[src/rtl/smb_tlm_pkg.sv]
package smb_tlm_pkg;

    localparam int WORD_W     = 16;
    localparam int WORD_BYTES = WORD_W / 8;
    localparam int N_MAIN     = 4;
    localparam int N_AUX      = 3;
    localparam int MAX_DATA   = N_MAIN * WORD_BYTES;
    localparam int IDX_W      = $clog2(MAX_DATA + 3);
    localparam int DI_W       = $clog2(MAX_DATA);

    localparam logic [7:0] CMD_ADDR  = 8'h45;
    localparam logic [7:0] CMD_STAT  = 8'h55;
    localparam logic [7:0] CMD_AUXI  = 8'h91;
    localparam logic [7:0] CMD_MAINI = 8'h99;
    localparam logic [4:0] ADDR_BASE = 5'b01000;

    typedef enum logic [2:0] {ST_IDLE, ST_RX, ST_ACK, ST_TX, ST_MACK} bus_st_e;

    typedef struct packed {
        logic start;
        logic stop;
        logic rise;
        logic fall;
    } bus_evt_t;

    typedef struct packed {
        logic [7:0]               cmd;
        logic [N_MAIN*WORD_W-1:0] cur_main;
        logic [N_AUX*WORD_W-1:0]  cur_aux;
        logic [7:0]               stat;
    } snap_t;

    function automatic logic cmd_known(input logic [7:0] c);
        return (c == CMD_ADDR) || (c == CMD_STAT) || (c == CMD_AUXI) || (c == CMD_MAINI);
    endfunction

    function automatic logic [IDX_W-1:0] data_len(input logic [7:0] c);
        case (c)
            CMD_ADDR, CMD_STAT: return IDX_W'(1);
            CMD_AUXI:           return IDX_W'(N_AUX * WORD_BYTES);
            CMD_MAINI:          return IDX_W'(N_MAIN * WORD_BYTES);
            default:            return '0;
        endcase
    endfunction

    function automatic logic [6:0] geo_addr(input logic g1_n, input logic g0_n);
        return {ADDR_BASE, ~g1_n, ~g0_n};
    endfunction

endpackage

[src/rtl/smb_line_filter.sv]
module smb_line_filter #(
    parameter int SYNC_STAGES = 2,
    parameter int WIN         = 3
) (
    input  logic clk,
    input  logic rst,
    input  logic line_i,
    output logic line_o
);
    logic [SYNC_STAGES-1:0] sync_q;
    logic [WIN-1:0]         win_q;

    always_ff @(posedge clk) begin
        if (rst) begin
            sync_q <= '1;
            win_q  <= '1;
            line_o <= 1'b1;
        end else begin
            sync_q <= {sync_q[SYNC_STAGES-2:0], line_i};
            win_q  <= {win_q[WIN-2:0], sync_q[SYNC_STAGES-1]};
            line_o <= ($countones(win_q) > (WIN / 2));
        end
    end
endmodule

[src/rtl/smb_geo_latch.sv]
module smb_geo_latch import smb_tlm_pkg::*; #(
    parameter int DEB_CYC = 1000
) (
    input  logic       clk,
    input  logic       rst,
    input  logic       ga1_n_i,
    input  logic       ga0_n_i,
    output logic [6:0] addr_o,
    output logic       done_o
);
    localparam int CNT_W = $clog2(DEB_CYC + 1);

    logic [1:0]       s1_q, s2_q, prev_q;
    logic [CNT_W-1:0] cnt_q;

    always_ff @(posedge clk) begin
        if (rst) begin
            s1_q   <= '1;
            s2_q   <= '1;
            prev_q <= '1;
            cnt_q  <= '0;
            done_o <= 1'b0;
            addr_o <= '0;
        end else begin
            s1_q   <= {ga1_n_i, ga0_n_i};
            s2_q   <= s1_q;
            prev_q <= s2_q;
            if (!done_o) begin
                if (s2_q != prev_q) begin
                    cnt_q <= '0;
                end else if (cnt_q == CNT_W'(DEB_CYC - 1)) begin
                    done_o <= 1'b1;
                    addr_o <= geo_addr(s2_q[1], s2_q[0]);
                end else begin
                    cnt_q <= cnt_q + 1'b1;
                end
            end
        end
    end

    assert_addr_frozen_R2: assert property (@(posedge clk) disable iff (rst)
        done_o |=> (done_o && $stable(addr_o)));
endmodule

[src/rtl/smb_frame_builder.sv]
module smb_frame_builder import smb_tlm_pkg::*; (
    input  snap_t            snap_i,
    input  logic             valid_i,
    input  logic [6:0]       addr_i,
    input  logic [IDX_W-1:0] idx_i,
    output logic [7:0]       byte_o
);
    logic [7:0]       data [MAX_DATA];
    logic [IDX_W-1:0] len;
    logic [IDX_W-1:0] di;
    logic [7:0]       csum;

    always_comb begin
        for (int i = 0; i < MAX_DATA; i++) data[i] = 8'h00;
        len = data_len(snap_i.cmd);
        case (snap_i.cmd)
            CMD_ADDR: data[0] = {1'b0, addr_i};
            CMD_STAT: data[0] = snap_i.stat;
            CMD_AUXI:
                for (int k = 0; k < N_AUX; k++)
                    for (int b = 0; b < WORD_BYTES; b++)
                        data[k*WORD_BYTES + b] =
                            snap_i.cur_aux[k*WORD_W + (WORD_BYTES-1-b)*8 +: 8];
            CMD_MAINI:
                for (int k = 0; k < N_MAIN; k++)
                    for (int b = 0; b < WORD_BYTES; b++)
                        data[k*WORD_BYTES + b] =
                            snap_i.cur_main[k*WORD_W + (WORD_BYTES-1-b)*8 +: 8];
            default: ;
        endcase
        csum = 8'h00 - snap_i.cmd;
        for (int i = 0; i < MAX_DATA; i++) csum = csum - data[i];
        di = idx_i - 1'b1;
        if (!valid_i)                   byte_o = 8'hFF;
        else if (idx_i == '0)           byte_o = snap_i.cmd;
        else if (idx_i <= len)          byte_o = data[di[DI_W-1:0]];
        else if (idx_i == len + 1'b1)   byte_o = csum;
        else                            byte_o = 8'hFF;
    end
endmodule

[src/rtl/smb_tlm_responder.sv]
module smb_tlm_responder import smb_tlm_pkg::*; #(
    parameter int         DEB_CYC     = 1000,
    parameter logic [7:0] STATUS_INIT = 8'h18
) (
    input  logic                     clk,
    input  logic                     rst,
    input  logic                     scl_i,
    input  logic                     sda_i,
    input  logic                     ga1_n_i,
    input  logic                     ga0_n_i,
    input  logic [N_MAIN*WORD_W-1:0] cur_main_i,
    input  logic [N_AUX*WORD_W-1:0]  cur_aux_i,
    output logic                     sda_oe_o,
    output logic [7:0]               status_o
);
    logic [1:0] raw, filt;
    logic       scl_f, sda_f, scl_p, sda_p;
    bus_evt_t   evt;

    assign raw = {scl_i, sda_i};
    for (genvar g = 0; g < 2; g++) begin : g_filt
        smb_line_filter u_filt (.clk(clk), .rst(rst), .line_i(raw[g]), .line_o(filt[g]));
    end
    assign scl_f = filt[1];
    assign sda_f = filt[0];

    always_comb begin
        evt.start = scl_f && scl_p && sda_p && !sda_f;
        evt.stop  = scl_f && scl_p && !sda_p && sda_f;
        evt.rise  = scl_f && !scl_p;
        evt.fall  = !scl_f && scl_p;
    end

    logic [6:0] my_addr;
    logic       addr_ok;

    smb_geo_latch #(.DEB_CYC(DEB_CYC)) u_geo (
        .clk(clk), .rst(rst), .ga1_n_i(ga1_n_i), .ga0_n_i(ga0_n_i),
        .addr_o(my_addr), .done_o(addr_ok));

    bus_st_e          st_q;
    logic [7:0]       sh_q, tx_byte;
    logic [2:0]       bit_q;
    logic             rx_full_q, is_addr_q, rw_q, valid_q, mnack_q;
    logic [1:0]       wr_cnt_q;
    logic [IDX_W-1:0] rd_idx_q;
    snap_t            snap_q;

    smb_frame_builder u_frame (
        .snap_i(snap_q), .valid_i(valid_q), .addr_i(my_addr),
        .idx_i(rd_idx_q), .byte_o(tx_byte));

    always_ff @(posedge clk) begin
        if (rst) begin
            scl_p <= 1'b1;  sda_p <= 1'b1;
            st_q <= ST_IDLE; sh_q <= '0; bit_q <= '0;
            rx_full_q <= 1'b0; is_addr_q <= 1'b0; rw_q <= 1'b0;
            valid_q <= 1'b0; mnack_q <= 1'b0; wr_cnt_q <= '0;
            rd_idx_q <= '0; snap_q <= '0;
            sda_oe_o <= 1'b0; status_o <= STATUS_INIT;
        end else begin
            scl_p <= scl_f;
            sda_p <= sda_f;
            if (evt.start) begin
                st_q <= ST_RX; is_addr_q <= 1'b1; bit_q <= '0;
                rx_full_q <= 1'b0; sda_oe_o <= 1'b0;
            end else if (evt.stop) begin
                st_q <= ST_IDLE; sda_oe_o <= 1'b0;
            end else begin
                case (st_q)
                    ST_RX: begin
                        if (evt.rise) begin
                            sh_q  <= {sh_q[6:0], sda_f};
                            bit_q <= bit_q + 3'd1;
                            if (bit_q == 3'd7) rx_full_q <= 1'b1;
                        end else if (evt.fall && rx_full_q) begin
                            rx_full_q <= 1'b0;
                            bit_q     <= '0;
                            if (is_addr_q) begin
                                if (addr_ok && sh_q[7:1] == my_addr) begin
                                    sda_oe_o <= 1'b1; rw_q <= sh_q[0]; is_addr_q <= 1'b0;
                                    wr_cnt_q <= '0; rd_idx_q <= '0; st_q <= ST_ACK;
                                end else begin
                                    st_q <= ST_IDLE;
                                end
                            end else if (wr_cnt_q == 2'd0) begin
                                if (cmd_known(sh_q)) begin
                                    valid_q         <= 1'b1;
                                    snap_q.cmd      <= sh_q;
                                    snap_q.cur_main <= cur_main_i;
                                    snap_q.cur_aux  <= cur_aux_i;
                                    snap_q.stat     <= status_o;
                                    sda_oe_o <= 1'b1; wr_cnt_q <= 2'd1; st_q <= ST_ACK;
                                end else begin
                                    valid_q <= 1'b0; st_q <= ST_IDLE;
                                end
                            end else if (wr_cnt_q == 2'd1 && valid_q && snap_q.cmd == CMD_STAT) begin
                                status_o <= sh_q;
                                sda_oe_o <= 1'b1; wr_cnt_q <= 2'd2; st_q <= ST_ACK;
                            end else begin
                                st_q <= ST_IDLE;
                            end
                        end
                    end
                    ST_ACK: if (evt.fall) begin
                        if (rw_q) begin
                            sh_q <= tx_byte; sda_oe_o <= ~tx_byte[7];
                            bit_q <= '0; st_q <= ST_TX;
                            if (rd_idx_q != '1) rd_idx_q <= rd_idx_q + 1'b1;
                        end else begin
                            sda_oe_o <= 1'b0; st_q <= ST_RX;
                        end
                    end
                    ST_TX: if (evt.fall) begin
                        if (bit_q == 3'd7) begin
                            sda_oe_o <= 1'b0; st_q <= ST_MACK;
                        end else begin
                            bit_q <= bit_q + 3'd1;
                            sh_q  <= {sh_q[6:0], 1'b0};
                            sda_oe_o <= ~sh_q[6];
                        end
                    end
                    ST_MACK: begin
                        if (evt.rise) begin
                            mnack_q <= sda_f;
                        end else if (evt.fall) begin
                            if (mnack_q) begin
                                st_q <= ST_IDLE;
                            end else begin
                                sh_q <= tx_byte; sda_oe_o <= ~tx_byte[7];
                                bit_q <= '0; st_q <= ST_TX;
                                if (rd_idx_q != '1) rd_idx_q <= rd_idx_q + 1'b1;
                            end
                        end
                    end
                    default: ;
                endcase
            end
        end
    end

    assert_sda_moves_scl_low_R3: assert property (@(posedge clk) disable iff (rst)
        (sda_oe_o != $past(sda_oe_o)) |-> !$past(scl_f));

    assert_drive_phase_R3: assert property (@(posedge clk) disable iff (rst)
        sda_oe_o |-> (st_q == ST_ACK || st_q == ST_TX));

    assert_quiet_before_latch_R2: assert property (@(posedge clk) disable iff (rst)
        !addr_ok |-> !sda_oe_o);

    assert_status_on_write_R7: assert property (@(posedge clk) disable iff (rst)
        (status_o != $past(status_o)) |-> ($past(st_q) == ST_RX && !$past(is_addr_q)));

endmodule

[config.mk]
export PLATFORM = sky130hd
export DESIGN_NAME = smb_tlm_responder
export DESIGN_NICKNAME = d
export VERILOG_FILES = /design/src/rtl/smb_tlm_pkg.sv /design/src/rtl/smb_line_filter.sv /design/src/rtl/smb_geo_latch.sv /design/src/rtl/smb_frame_builder.sv /design/src/rtl/smb_tlm_responder.sv
export SDC_FILE = /design/constraint.sdc
export NUM_CORES = 1
export LEC_CHECK = 0
export CAP_MARGIN = 30
export CORE_ASPECT_RATIO = 0.7
export CORE_UTILIZATION = 40
export DETAILED_ROUTE_END_ITERATION = 10
export HOLD_SLACK_MARGIN = 0.06
export PLACE_DENSITY = 0.64
export RECOVER_POWER = 100
export SYNTH_ARGS = -nofsm -noshare
export SYNTH_HDL_FRONTEND = slang
export SYNTH_SLANG_ARGS = --single-unit
[constraint.sdc]
create_clock -name clk -period 12.9 [get_ports clk]
set_input_delay 1.29 -clock clk [delete_from_list [all_inputs] [get_ports clk]]
set_output_delay 1.29 -clock clk [all_outputs]
set_load 0.1 [all_outputs]
==> reports/summary.log <==
[detailed_routing] WL final 32.6 mm
[logic_synthesis] largest family of logic cells by synthesized area simple AND/OR/NAND/NOR gates
[clock_network] H-tree depth 4
[logic_synthesis] prevailing post-synth register cell dfxtp_1
[logic_synthesis] multiplexer share of the synthesized area 8.09%
[logic_synthesis] area of the mapped netlist 11,100 sq um
[clock_network] post-cts gate resize count 0
[floorplanning] die extent in y 141 um
[logic_synthesis] xor/xnor share of the synthesized area 3.42%
[grt] antenna violations before repair 0
[cells_and_area] layout overhead on the synthesized area 18.5%
[cells_and_area] ratio of cells with drive above 1 in the final layout 7.37%
[sta] portion of the clock cycle consumed by the worst path in the final layout 70.6%
[worst_hold_path] type of the most critical hold path reg2reg
[grt] GRT Total Usage 23.0%
[logic_synthesis] share of synthesized cell area in full adder, half adder and majority cells 11.1%
[clock_network] number of clock sinks seen by CTS 196
[critical_path] sort of element at the end of the critical path flip-flop
[sta] final worst setup slack 3.79 ns
[logic_synthesis] #FFs+latches synth 196
[sta] Tmin final 9.11 ns
[clock_network] insertion delay of the later-clocked pin in the worst-skew pair 0.45 ns
[critical_path] Worst Reg2Reg Path Length in Cells 19
[sta] top achievable clock speed 110 MHz
[logic_synthesis] count of flip-flops with a built-in enable after synthesis 0
[critical_path] Slowest cell on crit path clkbuf_1
[clock_network] number of buffers inserted by hold repair at cts 0
[critical_path] cells traversed along the worst timing path clkbuf_1, mux2_2, a22oi_1, o21ai_0, nand2_1, fa_1, inv_1, fa_1, fa_1, inv_1, fa_1, ha_1, xor2_1, xnor3_1, xnor2_1, xnor2_1, xnor3_1, o21ai_0, a2111oi_2
[cells_and_area] most frequent cells in the layout 320 x nand2_1, 196 x dfxtp_1, 166 x a21oi_1
[critical_path] cell class contributing the biggest share of worst-path delay buffers and inverters
[status] status complete, but fails checks
[logic_synthesis] Post-Synthesis Net Count 1,534
[floorplanning] initial core utilization 41.1%
[place] pre-CTS worst setup slack 6.74 ns
[critical_path] reg-to-reg critical path endpoint sh_q[7]
[place] Detailed Place HPWL 24.4 mm
[logic_synthesis] Synth Instances 1,344
[critical_path] Reg2Reg Launch Point snap_q[123]
[detailed_routing] drt first-iter violations 912
[logic_synthesis] count of synthesis-stage warnings from yosys 0
[sta] number of endpoints with negative hold slack in the final report 0
[worst_hold_path] Worst Hold Launch g_filt[0].u_filt.sync_q[1]
[clock_network] CTS tree done
[cells_and_area] most frequent standard cell in the layout excluding fill and tap cells nand2_1
[sta] max-slew violations 358
[sta] relative max-transition margin -155%
[detailed_routing] DR WL/cell 18.2 um
[sta] final worst hold slack 0.410 ns
[sta] RSZ-0062 raised after global routing no
[critical_path] worst-path maximum fanout 65
[sta] final setup TNS 0 ns
[grt] total congestion overflow 0
[flow_run] number of violations of the max-capacitance limit 5
[logic_synthesis] complex-gate fraction of the synthesized area 15.9%
[clock_network] Reg clk slew, reported paths 0.08 ns
[logic_synthesis] post-synthesis average cell area 8.24 sq um
[place] number of buffer cells added on primary ports 126
[clock_network] TritonCTS buffer count 17
[floorplanning] Placement Rows 50
[logic_synthesis] FFs w/ async S/R, synth 0%
[power] VDD IR max 0.0842 mV
[logic_synthesis] number of distinct standard cells referenced by the synthesized netlist 77
[detailed_routing] routed via count 9,676
[power] cell leakage power 0.00437 uW
[critical_path] WP data arrival 9.27 ns
[detailed_routing] residual DRC count 0
[status] failing checks capacitance limit, slew limit
[worst_hold_path] Hold Path Sink g_filt[0].u_filt.win_q[0]
[detailed_routing] drt first pass iters 5
[cells_and_area] n_diodes 0
[detailed_routing] post-detailed-route via-to-cell ratio 5.41
[clock_network] clock root buffer clkbuf_16
[critical_path] critical path depth 19
[place] GPL Wtd Cong 0.961
[critical_path] launching element type of the critical path flip-flop
[power] ratio of total power to cell area 96.6 nW/um^2
[worst_hold_path] cell count of the worst hold path 1
[critical_path] Critical path buffers and inverters 3
[clock_network] # Post-CTS Setup Buffers 0
[critical_path] worst path required time 13.07 ns
[floorplanning] horizontal die dimension 201 um
[sta] Worst Max-Slew Pin Slew 3.83 ns
[critical_path] Worst R2R Setup Slack 3.79 ns
[clock_network] buffer depth of the longest clock path 2
[critical_path] library cell appearing most often on the critical path fa_1
[floorplanning] area enclosed by the die boundary 28,400 sq um
[floorplanning] CORE AREA 27,000 sq um
[sta] final setup violation count 0
[grt] via count of the first global-routing pass 8,907
[floorplanning] Ports 127
[logic_synthesis] Synth Area in Simple Gates 20.7%
[detailed_routing] remaining number of nets flagged by the antenna check after routing 0
[critical_path] kind of critical path reg2reg
[critical_path] largest stage delay on the critical path 2.73 ns
[grt] pin count of the biggest net entering global routing 106
[logic_synthesis] sequential element share of the synthesized area 35.4%
[sta] worst-case clock skew 0.0144 ns
[grt] first-pass GRT wire length 50.0 mm
[cells_and_area] Net count, final 1,602
[cells_and_area] fill count 2,609
[routing by layer]
layer  up-vias  GRT usage (%)  part of all wire, %
met5         -           1.02                    0
met1      4581           34.0                   49
met3        34           7.21                  9.5
met2       349           31.4                   40
met4         0           6.27                  1.5
li1       4712              -                    -
[through the flow]
stage          total power (uW)  cell area (sq um)  std cells  util [%]
6_report                   1270              13100       1789      48.7
3_5_place_dp                689              12500       1756      46.3
2_1_floorplan               647              11100       1344         -
4_1_cts                    1280              13100       1788      48.7
3_3_place_gp                689              12500       1756      46.3
5_1_grt                    1310              13100       1789      48.7
[cell usage after synthesis, types with 9 or more instances]
| library cell | number | share of area (%) |
|---|---|---|
| inv_1 | 54 | 1.8 |
| and2_1 | 10 | 0.56 |
| nor2_1 | 91 | 3.1 |
| nand3_1 | 13 | 0.59 |
| or2_2 | 21 | 1.2 |
| xnor2_1 | 20 | 1.6 |
| dfxtp_1 | 196 | 35 |
| mux2_2 | 23 | 2.3 |
| o21ai_0 | 26 | 1.2 |
| mux2i_1 | 43 | 3.9 |
| nor3_1 | 15 | 0.68 |
| nand2_1 | 320 | 11 |
| xor2_1 | 15 | 1.2 |
| a21oi_1 | 166 | 7.5 |
| or3_1 | 12 | 0.68 |
| a31oi_1 | 17 | 0.96 |
| o211ai_1 | 11 | 0.75 |
| clkbuf_1 | 51 | 1.7 |
| nand2b_1 | 9 | 0.51 |
| fa_1 | 43 | 7.8 |
| ha_1 | 29 | 3.3 |
| buf_2 | 26 | 1.2 |
[cell families after synthesis]
kind of cell,after synthesis
AO/OA/AOI/OAI,292
multiplexers,75
buffers and inverters,142
flip-flops,196
XOR/XNOR,38
adder cells (fa/ha/maj),72
AND/OR/NAND/NOR,529
[worst max-delay path by stage]
stage	to	slack, ns	from
finish	sh_q[7]	3.79	snap_q[123]
global route	sh_q[7]	3.32	snap_q[123]
CTS	sh_q[7]	6.66	snap_q[126]
detailed placement	sh_q[7]	6.74	snap_q[123]
global placement	sh_q[7]	6.82	snap_q[127]
floorplan	sh_q[7]	6.82	snap_q[123]
[layout make-up]
cell class	instances	area, sq um	area share, %
multi-input cells	1006	6560	50.0
flip-flops and latches	196	3920	29.9
repair buffers	135	1300	9.94
well taps	364	455	3.47
clock buffers	18	450	3.43
clock inverters	14	213	1.62
inverters	56	210	1.60
[worst reg2reg max path: stages (launching register included)]
cell	delay [ns]
dfxtp_1	0.76
clkbuf_1	2.73
mux2_2	0.65
a22oi_1	0.08
o21ai_0	0.30
nand2_1	0.13
fa_1	0.54
inv_1	0.06
fa_1	0.44
fa_1	0.51
inv_1	0.05
fa_1	0.53
ha_1	0.15
xor2_1	0.14
xnor3_1	0.41
xnor2_1	0.14
xnor2_1	0.33
xnor3_1	0.39
o21ai_0	0.34
a2111oi_2	0.13
[sequential cells by signal, summed over array words and instances, names as in the netlist, 2 cells and up]
name                  cells
rd_idx_q                  4
g_filt.u_filt.win_q       6
u_geo.addr_o              3
bit_q                     3
u_geo.s1_q                2
g_filt.u_filt.sync_q      4
wr_cnt_q                  2
g_filt.u_filt.line_o      2
u_geo.prev_q              2
status_o                  8
u_geo.s2_q                2
sh_q                      8
st_q                      3
snap_q                  128
u_geo.cnt_q              10
[where the power goes]
part           total [uW]  internal [uW]  switching (uW)
Combinational        62.8           38.3            24.5
Sequential            612            608            4.59
Clock                 592            328             264
Total                1270            974             293
(Power assumes the default switching activity.)
